===== src/rtl/fos_pkg.sv =====
package fos_pkg;
  localparam int CAT_W        = 3;
  localparam int NUM_RUN_CAT  = 5;
  localparam int NUM_PAIR_CAT = 4;
  localparam int NUM_CNT      = NUM_RUN_CAT + NUM_PAIR_CAT;

  typedef enum logic [CAT_W-1:0] {
    CAT_CLEAN = 3'd0,
    CAT_DET   = 3'd1,
    CAT_FALSE = 3'd2,
    CAT_UNDET = 3'd3,
    CAT_OTHER = 3'd4
  } run_cat_e;

  // counter slots after the per-run categories
  localparam int IDX_LATE  = NUM_RUN_CAT + 0;
  localparam int IDX_TRANS = NUM_RUN_CAT + 1;
  localparam int IDX_SAME  = NUM_RUN_CAT + 2;
  localparam int IDX_DIFF  = NUM_RUN_CAT + 3;
endpackage


===== src/rtl/fos_run_classify.sv =====
module fos_run_classify
  import fos_pkg::*;
#(
  parameter int DATA_W = 32
) (
  input  logic [DATA_W-1:0] voted_i,
  input  logic [DATA_W-1:0] golden_i,
  input  logic [2:0]        status_i,
  output logic              wrong_o,
  output run_cat_e          cat_o
);
  always_comb begin
    wrong_o = (voted_i != golden_i);
    unique case (status_i)
      3'd0:               cat_o = wrong_o ? CAT_UNDET : CAT_CLEAN;
      3'd1, 3'd2, 3'd3:   cat_o = wrong_o ? CAT_OTHER : CAT_DET;
      3'd4:               cat_o = CAT_OTHER;
      default:            cat_o = wrong_o ? CAT_OTHER : CAT_FALSE;
    endcase
  end
endmodule


===== src/rtl/fos_pair_tracker.sv =====
module fos_pair_tracker #(
  parameter int DATA_W = 32
) (
  input  logic              clk_i,
  input  logic              rst_ni,
  input  logic              clr_i,
  input  logic              accept_i,
  input  logic              second_i,
  input  logic              wrong_i,
  input  logic [DATA_W-1:0] voted_i,
  output logic              late_o,
  output logic              trans_o,
  output logic              same_o,
  output logic              diff_o
);
  logic              pend_q;
  logic              first_wrong_q;
  logic [DATA_W-1:0] first_word_q;
  logic              close_pair;

  always_ff @(posedge clk_i or negedge rst_ni) begin
    if (!rst_ni) begin
      pend_q        <= 1'b0;
      first_wrong_q <= 1'b0;
      first_word_q  <= '0;
    end else if (clr_i) begin
      pend_q <= 1'b0;
    end else if (accept_i) begin
      if (!second_i) begin
        pend_q        <= 1'b1;
        first_wrong_q <= wrong_i;
        first_word_q  <= voted_i;
      end else begin
        pend_q <= 1'b0;
      end
    end
  end

  assign close_pair = accept_i && second_i && pend_q;

  always_comb begin
    late_o  = close_pair && !first_wrong_q && wrong_i;
    trans_o = close_pair && first_wrong_q && !wrong_i;
    same_o  = close_pair && first_wrong_q && wrong_i && (voted_i == first_word_q);
    diff_o  = close_pair && first_wrong_q && wrong_i && (voted_i != first_word_q);
  end
endmodule


===== src/rtl/fos_sat_counter.sv =====
module fos_sat_counter #(
  parameter int W = 32
) (
  input  logic         clk_i,
  input  logic         rst_ni,
  input  logic         clr_i,
  input  logic         inc_i,
  output logic [W-1:0] q_o
);
  localparam logic [W-1:0] MAX_VAL = '1;

  always_ff @(posedge clk_i or negedge rst_ni) begin
    if (!rst_ni)                        q_o <= '0;
    else if (clr_i)                     q_o <= '0;
    else if (inc_i && q_o != MAX_VAL)   q_o <= q_o + 1'b1;
  end
endmodule


===== src/rtl/fault_outcome_sorter.sv =====
module fault_outcome_sorter
  import fos_pkg::*;
#(
  parameter int DATA_W = 32,
  parameter int CNT_W  = 32
) (
  input  logic              clk_i,
  input  logic              rst_ni,
  input  logic              clear_i,
  input  logic              res_valid_i,
  input  logic              second_run_i,
  input  logic [DATA_W-1:0] voted_i,
  input  logic [DATA_W-1:0] golden_i,
  input  logic [2:0]        status_i,
  output logic              cat_valid_o,
  output logic [2:0]        cat_o,
  output logic [CNT_W-1:0]  clean_cnt_o,
  output logic [CNT_W-1:0]  detected_cnt_o,
  output logic [CNT_W-1:0]  false_det_cnt_o,
  output logic [CNT_W-1:0]  undetected_cnt_o,
  output logic [CNT_W-1:0]  other_cnt_o,
  output logic [CNT_W-1:0]  late_err_cnt_o,
  output logic [CNT_W-1:0]  transient_cnt_o,
  output logic [CNT_W-1:0]  both_same_cnt_o,
  output logic [CNT_W-1:0]  both_diff_cnt_o
);
  logic               accept;
  logic               wrong;
  run_cat_e           run_cat;
  logic [NUM_CNT-1:0] inc;
  logic [CNT_W-1:0]   cnt [NUM_CNT];
  logic               cat_valid_q;
  run_cat_e           cat_q;

  assign accept = res_valid_i && !clear_i;

  fos_run_classify #(.DATA_W(DATA_W)) u_classify (
    .voted_i  (voted_i),
    .golden_i (golden_i),
    .status_i (status_i),
    .wrong_o  (wrong),
    .cat_o    (run_cat)
  );

  fos_pair_tracker #(.DATA_W(DATA_W)) u_pair (
    .clk_i    (clk_i),
    .rst_ni   (rst_ni),
    .clr_i    (clear_i),
    .accept_i (accept),
    .second_i (second_run_i),
    .wrong_i  (wrong),
    .voted_i  (voted_i),
    .late_o   (inc[IDX_LATE]),
    .trans_o  (inc[IDX_TRANS]),
    .same_o   (inc[IDX_SAME]),
    .diff_o   (inc[IDX_DIFF])
  );

  for (genvar g = 0; g < NUM_RUN_CAT; g++) begin : g_run_inc
    assign inc[g] = accept && (run_cat == run_cat_e'(g));
  end

  for (genvar g = 0; g < NUM_CNT; g++) begin : g_cnt
    fos_sat_counter #(.W(CNT_W)) u_cnt (
      .clk_i  (clk_i),
      .rst_ni (rst_ni),
      .clr_i  (clear_i),
      .inc_i  (inc[g]),
      .q_o    (cnt[g])
    );
  end

  always_ff @(posedge clk_i or negedge rst_ni) begin
    if (!rst_ni) begin
      cat_valid_q <= 1'b0;
      cat_q       <= CAT_CLEAN;
    end else begin
      cat_valid_q <= accept;
      if (accept) cat_q <= run_cat;
    end
  end

  assign cat_valid_o      = cat_valid_q;
  assign cat_o            = cat_q;
  assign clean_cnt_o      = cnt[CAT_CLEAN];
  assign detected_cnt_o   = cnt[CAT_DET];
  assign false_det_cnt_o  = cnt[CAT_FALSE];
  assign undetected_cnt_o = cnt[CAT_UNDET];
  assign other_cnt_o      = cnt[CAT_OTHER];
  assign late_err_cnt_o   = cnt[IDX_LATE];
  assign transient_cnt_o  = cnt[IDX_TRANS];
  assign both_same_cnt_o  = cnt[IDX_SAME];
  assign both_diff_cnt_o  = cnt[IDX_DIFF];
endmodule


===== config.mk =====
export PLATFORM = sky130hd
export DESIGN_NAME = fault_outcome_sorter
export DESIGN_NICKNAME = d
export VERILOG_FILES = /design/src/rtl/fos_pkg.sv /design/src/rtl/fos_run_classify.sv /design/src/rtl/fos_pair_tracker.sv /design/src/rtl/fos_sat_counter.sv /design/src/rtl/fault_outcome_sorter.sv
export SDC_FILE = /design/constraint.sdc
export NUM_CORES = 1
export LEC_CHECK = 0
export CAP_MARGIN = 20
export CORE_UTILIZATION = 35
export CTS_CLUSTER_DIAMETER = 120
export CTS_CLUSTER_SIZE = 10
export DETAILED_ROUTE_END_ITERATION = 10
export MAX_ROUTING_LAYER = met4
export PLACE_DENSITY = 0.67
export SETUP_SLACK_MARGIN = 0.02
export SYNTH_ARGS = -nofsm -noshare
export SYNTH_HDL_FRONTEND = slang
export SYNTH_SLANG_ARGS = --single-unit

===== constraint.sdc =====
create_clock -name clk_i -period 4 [get_ports clk_i]
set_input_delay 0.8 -clock clk_i [delete_from_list [all_inputs] [get_ports clk_i]]
set_output_delay 0.8 -clock clk_i [all_outputs]
set_load 0.01 [all_outputs]

==> After elaboration in Yosys (flattened, before gate mapping) <==
Cells that the tools add are included.
Widths: inputs -> output; s select.
{ "word_totals": {"regBits": 326, "inputBits": 72, "out_inout_bits": 292, "elab_cells": 111} }
{ "op_classes": {"n_addsub": 9, "eq_ne": 20, "mux": 25, "n_bitwise": 2, "reduce_logical": 41} }
{ "ops": {"columns": ["operator", "count"], "rows": [
  ["$mux 32", 18],
  ["$add 32x1->32 const B", 9],
  ["$ne 32x32->1 const B", 9],
  ["$ne 32x32->1", 2],
  ["$eq 32x32->1", 1],
  ["$logic_and 1x1->1", 24],
  ["$reduce_bool 2->1", 10],
  ["$eq 3x2->1 const B", 4],
  ["$pmux 3 s3", 1],
  ["$eq 3x1->1 const B", 2],
  ["$eq 3x3->1 const B", 2],
  ["$logic_not 3->1", 2],
  ["$mux 3", 2],
  ["$logic_not 1->1", 3],
  ["$mux 1", 3],
  ["$reduce_and 3->1", 1],
  ["$reduce_or 3->1", 1],
  ["$mux 2", 1],
  ["$not 1->1", 2]
]} }

==> Logic depth before layout (Yosys ltp) <==
Gate-level depths: netlist of run 1.
{ "logic_depth": {"word_depth": 10, "mapped_depth": 12, "depth_no_buf": 9} }

==> Hierarchy <==
A second synthesis of run 1 with hierarchy kept.
{ "unflattened": {"hier_cells": 1967, "area_unflattened_um2": 18953.2} }
{ "by_module_without_submodules": {"columns": ["mod", "instances", "cells_per_inst", "area_each_um2", "seq_area_each_um2"], "rows": [
  ["fos_sat_counter at g_cnt[0].u_cnt ...", 8, 198, 1854.3, 800.8],
  ["fos_sat_counter at g_cnt[3].u_cnt", 1, 194, 1810.5, 800.8],
  ["fos_pair_tracker", 1, 124, 1690.4, 850.8],
  ["fos_run_classify", 1, 50, 395.4, 0.0],
  ["fault_outcome_sorter", 1, 15, 222.7, 100.1]
]} }

==> Least setup slack after synthesis of run 1 <==
OpenSTA, ideal clock, no wires.
{ "synth_path": {"kind": "input to register", "start": "input voted_i[17]", "end": "register g_cnt[7].u_cnt.q_o[14]", "setup_ps": 78, "arrival_time_ps": 2790, "required_time_ps": 3922, "slack_ps": 1132, "stages": 9, "n_path_buf": 2, "path_cell_list": "xor2_1 nor4_1 nand4_1 or2_1 buf_6 or3_4 buf_6 or4_1 a21oi_1"} }
{ "synth_between": {"elab_chain_cells": 5, "word_cells_on_any_way": 6, "cone_classes": "2 x eq/ne; 4 x reduce/logical"} }
{ "synth_lines": {"columns": ["element", "line", "rtl"], "rows": [
  ["from (decl)", "fault_outcome_sorter.sv:12", "input logic [DATA_W-1:0] voted_i,"],
  ["$ne 32x32->1", "fos_run_classify.sv:13", "wrong_o = (voted_i != golden_i);"],
  ["$logic_and 1x1->1", "fos_pair_tracker.sv:44", "same_o = close_pair && first_wrong_q && wrong_i && (voted_i == first_word_q);"],
  ["$logic_and 1x1->1 *", "fos_pair_tracker.sv:44", null],
  ["$logic_and 1x1->1 *", "fos_sat_counter.sv:15", "else if (inc_i && q_o != MAX_VAL) q_o <= q_o + 1'b1;"],
  ["$reduce_bool 2->1 (no line) *", null, null],
  ["to (signal assigned)", "fos_sat_counter.sv:15", null],
  ["to (decl)", "fos_sat_counter.sv:8", "output logic [W-1:0] q_o"]
]} }
Every way passes the cells marked *; elsewhere a longest branch is shown, timed or not.
A chain may end at the register's enable or synchronous reset.

==> Worst setup path after layout of run 1 <==
{ "layout_path": {"start": "input voted_i[9]", "end": "register g_cnt[7].u_cnt.q_o[29]"} }
The elaborated chain is that of the path after synthesis.

==> results of run 1 <==
-- final timing paths --
| check | from | cells past startpoint | slack, ps | to |
|---|---|---|---|---|
| min in group clk_i | cat_o[1] | 2 | 480 | cat_o[1] |
| max | voted_i[9] | 10 | 710 | g_cnt[7].u_cnt.q_o[29] |
| min reg2reg | cat_o[1] | 2 | 480 | cat_o[1] |
| max in group asynchronous | rst_ni | 2 | 2870 | g_cnt[6].u_cnt.q_o[23] |
| max reg2reg | g_cnt[5].u_cnt.q_o[13] | 7 | 1070 | g_cnt[5].u_cnt.q_o[27] |
| min | rst_ni | 1 | 290 | g_cnt[1].u_cnt.q_o[5] |
-- registers in the layout, summed over array words and instances (netlist names) --
register              count
cat_o                     3
cat_valid_o               1
g_cnt.u_cnt.q_o         288
u_pair.first_word_q      32
u_pair.first_wrong_q      1
u_pair.pend_q             1
-- layout make-up --
type	instances	area (µm²)
clock inverters	1	30.0
well taps	664	831
fillers	4602	26000
flip-flops and latches	326	8160
inverters	26	97.6
clock buffers	41	1030
diodes	4	10.0
repair buffers	404	4030
multi-input cells	1440	8950
-- synthesized netlist by cell type (43+ instances only) --
cell,n
dfrtp_1,326
nor2_1,243
xor2_1,148
nand3_1,132
nand2_1,124
nand4_1,99
xnor2_1,84
a21oi_1,81
clkbuf_1,64
nor4_1,57
nor3_1,53
or3_1,52
o21ai_0,48
and3_1,46
mux2_2,43
-- kinds of logic after synthesis --
kind of cell	Yosys count
mux	61
xor+xnor	232
fa+ha+maj	9
simple gates	947
flops	326
compound gates	191
buf+inv	108
-- metal layers --
layer	track usage (%)	up-vias	wire, µm
met5	-	-	0
met4	6.65	0	1240
met3	4.94	76	3730
met2	33.0	461	24800
met1	27.0	7755	23000
li1	-	7439	-
-- critical path: cells and delay by family --
family                    cells  cell delay, ps
and+or+nand+nor               5            1690
buffers and inverters         3             890
xor gates and xnor gates      1             190
AOI/OAI and AO/OA             1             170
-- power by group --
part | switching (mW) | internal, mW
logic | 0.251 | 0.195
clock network | 1.32 | 1.86
registers | 0.0470 | 3.37
total | 1.62 | 5.42
-- stage by stage --
step,setup slack (ps),power [mW]
after detailed placement,186,3.93
after global placement,256,3.92
after global routing,565,7.31
after floorplan,1130,3.66
final,708,7.04
after CTS,755,7.15
==> impl_metrics.toml, run 1 <==
[pwr]
vdd_ir_drop_max_uv = 226
leakage_nw = 8.95
power_density_nw_per_um2 = 304

[worst_setup_path]
crit_path_start_kind = "primary input"
end_kind = "flop"
crit_type = "in -> reg"
arrival_ps = 3750
cp_max_fo = 35
critPathMostFrequentCell = "buf_4"
slowest_stage = "or3_4"
critPathMaxStageDelay_ps = 540
required_ps = 4460
worstPathCellList = "clkdlybuf4s50_1 -> xor2_1 -> nor4_1 -> buf_4 -> nand4_1 -> or2_1 -> or3_4 -> buf_4 -> or3_1 -> a21oi_1"

[route]
avgRoutedWirePerCell_um = 18.2
drc = 0
vias = 15700
ant_nets = 0
viasPerCell = 5.41
first_iter_violations = 1222
drt_pass1_iterations = 5
finalWirelength_um = 52700

[timing]
min_period_over_period_pct = 82.3
maxSlewViolCount = 0
tightest_slew_ps = 1140
skew_ps = 10.8
setup_viol = 0
fin_setup_tns_ps = 0
slew_headroom_pct = 23.7
fmaxAchievable_mhz = 304
rsz0062_at_grt = "no"
hold_viol_final = 0
fin_crit_ps = 3290
whs_ps = 289

[status]
status = "finished clean"

[place]
portBuffers = 363
hpwl_um = 37800
place_area_um2 = 22100
place_inst = 2860
gp_congestion = 0.885

[floorplan]
die_area_um2 = 51000
initial_utilization_pct = 35.7
pin_count = 364
die_h_um = 226
core_area_um2 = 49200
die_w_um = 226
rows = 81

[cts]
cts_tree = "done"
postCtsSetupRepairBufs = 0
h-tree-depth = 2
clock_sinks = 326
holdBufCountCts = 0
clock_latency_ps = 550
cts_resized = 0
clk_pin_slew_ps = 50
cts_buffers = 38
clock_path_buffers = 3
clock-root-buffer = "clkbuf_16"

[worst_hold_path]
hp-class = "in -> async"

[synth]
yosys_warnings = 0
synthXorXnorAreaFrac_pct = 11.6
synth_edf_count = 0
syn_nets = 1955
yosysSeqAreaShare_pct = 46.5
synth.avg_cell_area_um2 = 9.36
synth-compound-area-share_pct = 6.54
synth_cell_types = 62
muxShareOfSynthArea_pct = 3.81
syn_inst = 1874
synth_area_um2 = 17500
synth_async_sr_flop_share_pct = 100
yosys.area_share.simple_pct = 28.4
netlist.area_leader.share_pct = 46.5
synthAdderAreaFrac_pct = 0.642
synth_area_leaders = "dfrtp_1 (46%), xor2_1 (7.4%), nor2_1 (5.2%)"
synth_largest_area_cell = "dfrtp_1"
ys_seq_elements = 326
synth_ff_type = "dfrtp_1"
synth_top_family_by_area = "simple AND/OR/NAND/NOR gates"

[layout]
drive_gt1_share_pct = 6.75
layout_common_cells = "clkdlybuf4s50_1 (361), dfrtp_1 (326), nor2_1 (242)"
postLayoutCoreUtil_pct = 47.1
instances_no_fill = 2906
fin_area_um2 = 23100
area_growth_syn_to_layout_pct = 31.8
mostFrequentLayoutCell = "clkdlybuf4s50_1"
nNetsFinal = 2317

[global_route]
antenna_found_initial = 3
first_global_vias = 15100
grt_start_max_net_pins = 205
gr-total-overflow = 0
grtUsageTotal_pct = 21.1
grt_first_pass_wirelength_um = 83400

[job]
cap_viol_max_count = 0
Power figures use the tool's default switching activity.
==> inputs of run 2 (changes only) <==
==> constraint.sdc (replaced) <==
create_clock -name clk_i -period 3.1 [get_ports clk_i]
set_input_delay 0.62 -clock clk_i [delete_from_list [all_inputs] [get_ports clk_i]]
set_output_delay 0.62 -clock clk_i [all_outputs]
set_load 0.01 [all_outputs]
==> run 2 against run 1 <==
Cell count grew 2.1%. Die area is the same. Wire length grew 1.1%. Critical path type unchanged. Total power grew 30%. Design area grew 2.5%. Register-to-register slack lost 800 ps. Highest routed layer unchanged. Non-clock buffer count grew 63.
==> impl_metrics.toml, run 2 (synthesis gave the netlist of run 1 again) <==
[floorplan]
rows = 81
die_area_um2 = 51000
die_h_um = 226
die_w_um = 226
initial_utilization_pct = 35.7
pin_count = 364
core_area_um2 = 49200

[timing]
maxSlewViolCount = 0
setup_viol = 0
fmaxAchievable_mhz = 335
tightest_slew_ps = 1030
rsz0062_at_grt = "yes"
whs_ps = 76.3
slew_headroom_pct = 31.0
fin_crit_ps = 2990
skew_ps = 18.2
hold_viol_final = 0
setup_slack_ps = 111
min_period_over_period_pct = 96.4

[cts]
clock-root-buffer = "clkbuf_16"
clock_latency_ps = 550
cts_buffers = 38
clock_path_buffers = 3
postCtsSetupRepairBufs = 0
clk_pin_slew_ps = 50
cts_tree = "done"
clock_sinks = 326
h-tree-depth = 2

[route]
ant_nets = 0
first_iter_violations = 1017
viasPerCell = 5.39
avgRoutedWirePerCell_um = 18.0
finalWirelength_um = 53300
vias = 16000
drc = 0
drt_pass1_iterations = 5

[place]
place_area_um2 = 22600
gp_congestion = 0.864
portBuffers = 363
preCtsSetupSlack_ps = -493
hpwl_um = 38500

[job]
cap_viol_max_count = 0

[worst_setup_path]
crit_type = "in -> reg"
slowest_stage = "or3_4"
critPathMaxStageDelay_ps = 500
crit_path_start_kind = "primary input"
end_kind = "flop"
worstPathCellList = "clkdlybuf4s50_1 -> xor2_1 -> nor4_1 -> nand4_1 -> or2_4 -> or3_4 -> buf_4 -> or3_1 -> a21oi_1"
arrival_ps = 3440
required_ps = 3550
cp_max_fo = 26

[worst_hold_path]
hp-class = "in -> async"

[layout]
drive_gt1_share_pct = 9.52
multi_input_area_um2 = 8980
top_register = "g_cnt.u_cnt.q_o"
regArea_um2 = 8160
fin_area_um2 = 23700
nNetsFinal = 2380
postLayoutCoreUtil_pct = 48.2
nFillCells = 4606
layout_common_cells = "clkdlybuf4s50_1 (361), dfrtp_1 (326), nor2_1 (242)"
area_growth_syn_to_layout_pct = 35.1
mostFrequentLayoutCell = "clkdlybuf4s50_1"
largest_reg_flops = 288

[pwr]
pwr-share-clk_pct = 45.1
power_frac_comb_pct = 6.6
total_power_mw = 9.12
leakage_nw = 9.27
switching_share_pct = 23.2
power_density_nw_per_um2 = 385
p_int_mw = 7.01
switchingPower_mw = 2.11
sequentialPowerShare_pct = 48.3
vdd_ir_drop_max_uv = 280

[global_route]
first_global_vias = 15500
grt_start_max_net_pins = 220
grtUsageTotal_pct = 21.1
grt_first_pass_wirelength_um = 83600
antenna_found_initial = 1
gr-total-overflow = 0

[status]
status = "finished clean"
[run 2: changes by cell type in the layout (fill, tap and decap cells not counted), sizes merged]
cell	before	now
buf	42	105
diode	4	1
[run 2: final timing paths]
kind,start,endpoint,slack [ps],cells after the start
worst min-delay path,rst_ni,g_cnt[1].u_cnt.q_o[3],80,1
max in group asynchronous,rst_ni,g_cnt[2].u_cnt.q_o[15],2080,2
worst max register to register,u_pair.first_word_q[23],g_cnt[7].u_cnt.q_o[29],270,8
min in group clk_i,cat_o[0],cat_o[0],490,2
worst max-delay path,voted_i[19],g_cnt[7].u_cnt.q_o[29],110,9
worst min register to register,cat_o[0],cat_o[0],490,2
[run 2: cell type report]
class | instances | share of cell area (%)
diodes | 1 | 0.0106
clock buffers | 41 | 4.33
clock inverters | 1 | 0.127
inverters | 26 | 0.412
multi-input cells | 1440 | 37.9
flip-flops and latches | 326 | 34.4
well taps | 664 | 3.51
repair buffers | 467 | 19.3
[run 2: per-stage QoR]
stage | TNS [ps] | cells
after floorplan | 0 | 1874
after global placement | -60560 | 2923
after detailed placement | -68140 | 2923
after CTS | 0 | 2965
after global routing | 0 | 2966
final | 0 | 2966
[run 2: metal layers]
layer  vias up  track usage, %  share of wire [%]
li1       7557               -                  -
met1      7879            26.7                 43
met2       466            33.0                 47
met3        99            5.01                7.2
met4         0            6.91                2.5
met5         -               -                  0
[run 2: repair_timing]
action,4_1_cts,5_1_grt
setup endpoints to repair,0,19
hold buffers,0,0
resized for setup,0,5
[run 2: critical path: cells and delay by family]
kind            cells  cell delay (ps)
buf+inv             2              650
compound gates      1              150
xor+xnor            1              180
simple gates        5             1820
[run 2: power groups by stage]
stage / logic (mW) / registers, mW / clock network (mW)
6_report: 0.601 / 4.41 / 4.11
4_1_cts: 0.606 / 4.40 / 4.24
3_3_place_gp: 0.593 / 4.47 / 0
2_1_floorplan: 0.260 / 4.47 / 0
3_5_place_dp: 0.604 / 4.48 / 0
5_1_grt: 0.660 / 4.41 / 4.38
==> inputs of run 3 (changes only) <==
--- a/config.mk
+++ b/config.mk
@@ -6,12 +6,13 @@
 export NUM_CORES = 1
 export LEC_CHECK = 0
 export CAP_MARGIN = 20
-export CORE_UTILIZATION = 35
+export CORE_MARGIN = 2
+export CORE_UTILIZATION = 43
 export CTS_CLUSTER_DIAMETER = 120
 export CTS_CLUSTER_SIZE = 10
 export DETAILED_ROUTE_END_ITERATION = 10
 export MAX_ROUTING_LAYER = met4
-export PLACE_DENSITY = 0.67
+export PLACE_DENSITY = 0.78
 export SETUP_SLACK_MARGIN = 0.02
 export SYNTH_ARGS = -nofsm -noshare
 export SYNTH_HDL_FRONTEND = slang
==> run 3 against run 2 <==
Global-route usage grew 4.4 points. Via count is 0.80% higher. Worst hold slack worse by 79 ps. Critical path type unchanged. Core utilization grew 9.5 points. Clock skew shrank 3.1 ps. Largest power group unchanged. Design area decreased by 1.2%. Clock-buffer cell count is 2 lower. Sequential share of layout area rose by 0.40 points. Setup slack gained 12 ps. First-iteration DRC count increased by 30%. The run now ends with negative hold slack left. Total power shrank 0.93%.
==> impl_metrics.toml, run 3 (synthesis gave the netlist of run 1 again) <==
[pwr]
vdd_ir_drop_max_uv = 317
leakage_nw = 9.22
power_density_nw_per_um2 = 386

[worst_setup_path]
r2r-end = "g_cnt[5].u_cnt.q_o[1]"
end_kind = "flop"
critPathMaxStageDelay_ps = 590
r2r-start = "g_cnt[5].u_cnt.q_o[14]"
required_ps = 3560
cp_max_fo = 11
crit_start = "voted_i[9]"
worstPathCellList = "clkdlybuf4s50_1 -> xor2_1 -> nor4_2 -> nand4_1 -> or2_4 -> buf_4 -> or4_4 -> or3_1 -> a21oi_1"
slowest_stage = "or4_4"
arrival_ps = 3430
crit_path_start_kind = "primary input"
r2r_setup_slack_ps = 300
crit_type = "in -> reg"
endpoint = "g_cnt[7].u_cnt.q_o[26]"
reg2reg_depth = 7

[cts]
cts_buffers = 38
holdBufCountCts = 0
clock_path_buffers = 3
clock-root-buffer = "clkbuf_16"
postCtsSetupRepairBufs = 0
clock_latency_ps = 550
clk_pin_slew_ps = 60
cts_tree = "done"
clock_sinks = 326
h-tree-depth = 2

[layout]
largest_reg_flops = 288
top_register = "g_cnt.u_cnt.q_o"
area_growth_syn_to_layout_pct = 33.5
nFillCells = 3459
layout_common_cells = "clkdlybuf4s50_1 (361), dfrtp_1 (326), nor2_1 (242)"
fin_area_um2 = 23400
nNetsFinal = 2376
postLayoutCoreUtil_pct = 57.8
instances_no_fill = 2831
drive_gt1_share_pct = 9.32
mostFrequentLayoutCell = "clkdlybuf4s50_1"

[route]
viasPerCell = 5.70
vias = 16100
drt-met1-wl_um = 22100
wl_met2_um = 25200
met3WireLength_um = 3990
ant_nets = 0
drt_pass1_iterations = 5
finalWirelength_um = 53500
drc = 0
avgRoutedWirePerCell_um = 18.9
maxUsedRoutingLayer = "met4"
first_iter_violations = 1319

[global_route]
grt_start_max_net_pins = 207
grtUsageTotal_pct = 25.5
first_global_vias = 15700
grt_first_pass_wirelength_um = 83900
antenna_found_initial = 2
gr-total-overflow = 0

[floorplan]
die_h_um = 206
rows = 74
pin_count = 364
initial_utilization_pct = 43.3
die_w_um = 206
die_area_um2 = 42400
core_area_um2 = 40600

[timing]
hold_viol_final = 2
slew_headroom_pct = 21.8
rsz0062_at_grt = "no"
skew_ps = 15.1
whs_ps = -2.43
setup_viol = 0
fin_crit_ps = 2980
tightest_slew_ps = 1170
maxSlewViolCount = 0
fmaxAchievable_mhz = 336
min_period_over_period_pct = 96.0

[place]
gp_congestion = 0.975
place_inst = 2787
portBuffers = 363
place_area_um2 = 22400
hpwl_um = 38200

[status]
violations = "negative hold slack"
status = "finished with violations"

[job]
cap_viol_max_count = 0

[worst_hold_path]
hp-class = "in -> async"
## run 3: changes by cell type in the layout (fill, tap and decap cells not counted)
cell / before / now
diode_2: 1 / 3
nor2_2: 0 / 1
inv_6: 0 / 1
clkbuf_16: 41 / 39
nor2_4: 1 / 0
buf_12: 12 / 9
buf_4: 92 / 91
## run 3: worst min path at each step
stage	start	endpoint	slack (ps)	cells past startpoint
2_1_floorplan	rst_ni	cat_o[0]	320	0
3_3_place_gp	cat_o[1]	cat_o[1]	470	2
6_report	rst_ni	g_cnt[1].u_cnt.q_o[4]	-2	1
3_5_place_dp	cat_o[0]	cat_o[0]	470	2
4_1_cts	rst_ni	g_cnt[1].u_cnt.q_o[4]	1	1
5_1_grt	rst_ni	g_cnt[1].u_cnt.q_o[2]	30	1
## run 3: timing repair
| item | 4_1_cts | 5_1_grt |
|---|---|---|
| gates resized for setup | 1 | 4 |
| endpoints found under the setup margin | 17 | 23 |
| pin swaps | 0 | 2 |
## run 3: metal layers
| metal | global-route usage, % | up-vias |
|---|---|---|
| li1 | - | 7532 |
| met1 | 31.9 | 7912 |
| met2 | 39.7 | 559 |
| met3 | 5.79 | 126 |
| met4 | 11.1 | 0 |
| met5 | - | - |
## run 3: power breakdown
| group | leakage, nW | internal (mW) | total (mW) | switching (mW) |
|---|---|---|---|---|
| logic | 4.25 | 0.268 | 0.615 | 0.347 |
| clock network | 0.499 | 2.30 | 4.01 | 1.71 |
| registers | 4.48 | 4.34 | 4.41 | 0.0670 |
## run 3: area by class of cell
| cell class | instances | area (µm²) | share of cell area, % |
|---|---|---|---|
| inverter | 26 | 97.6 | 0.417 |
| sequential | 326 | 8160 | 34.8 |
| clock buffer | 39 | 976 | 4.17 |
| antenna | 3 | 7.51 | 0.0320 |
| timing repair buffer | 463 | 4510 | 19.2 |
| multi-input combinational | 1440 | 8970 | 38.3 |
| clock inverter | 2 | 38.8 | 0.166 |
| tap | 532 | 666 | 2.84 |
## run 3: stage by stage
| stage | setup TNS [ps] | total power [mW] | worst slack, ps | hold slack [ps] |
|---|---|---|---|---|
| floorplan | 0 | 4.73 | 412 | 324 |
| global placement | -68460 | 5.08 | -509 | 470 |
| detailed placement | -92970 | 5.10 | -575 | 471 |
| CTS | 0 | 9.14 | 22.9 | 1.31 |
| global route | 0 | 9.35 | 36.8 | 26.6 |
| finish | 0 | 9.03 | 123 | -2.43 |
## run 3: critical path, delay by kind of cell
kind	cells	cell delay [ps]
simple gates	5	1740
buf+inv	2	680
compound gates	1	160
xor+xnor	1	230
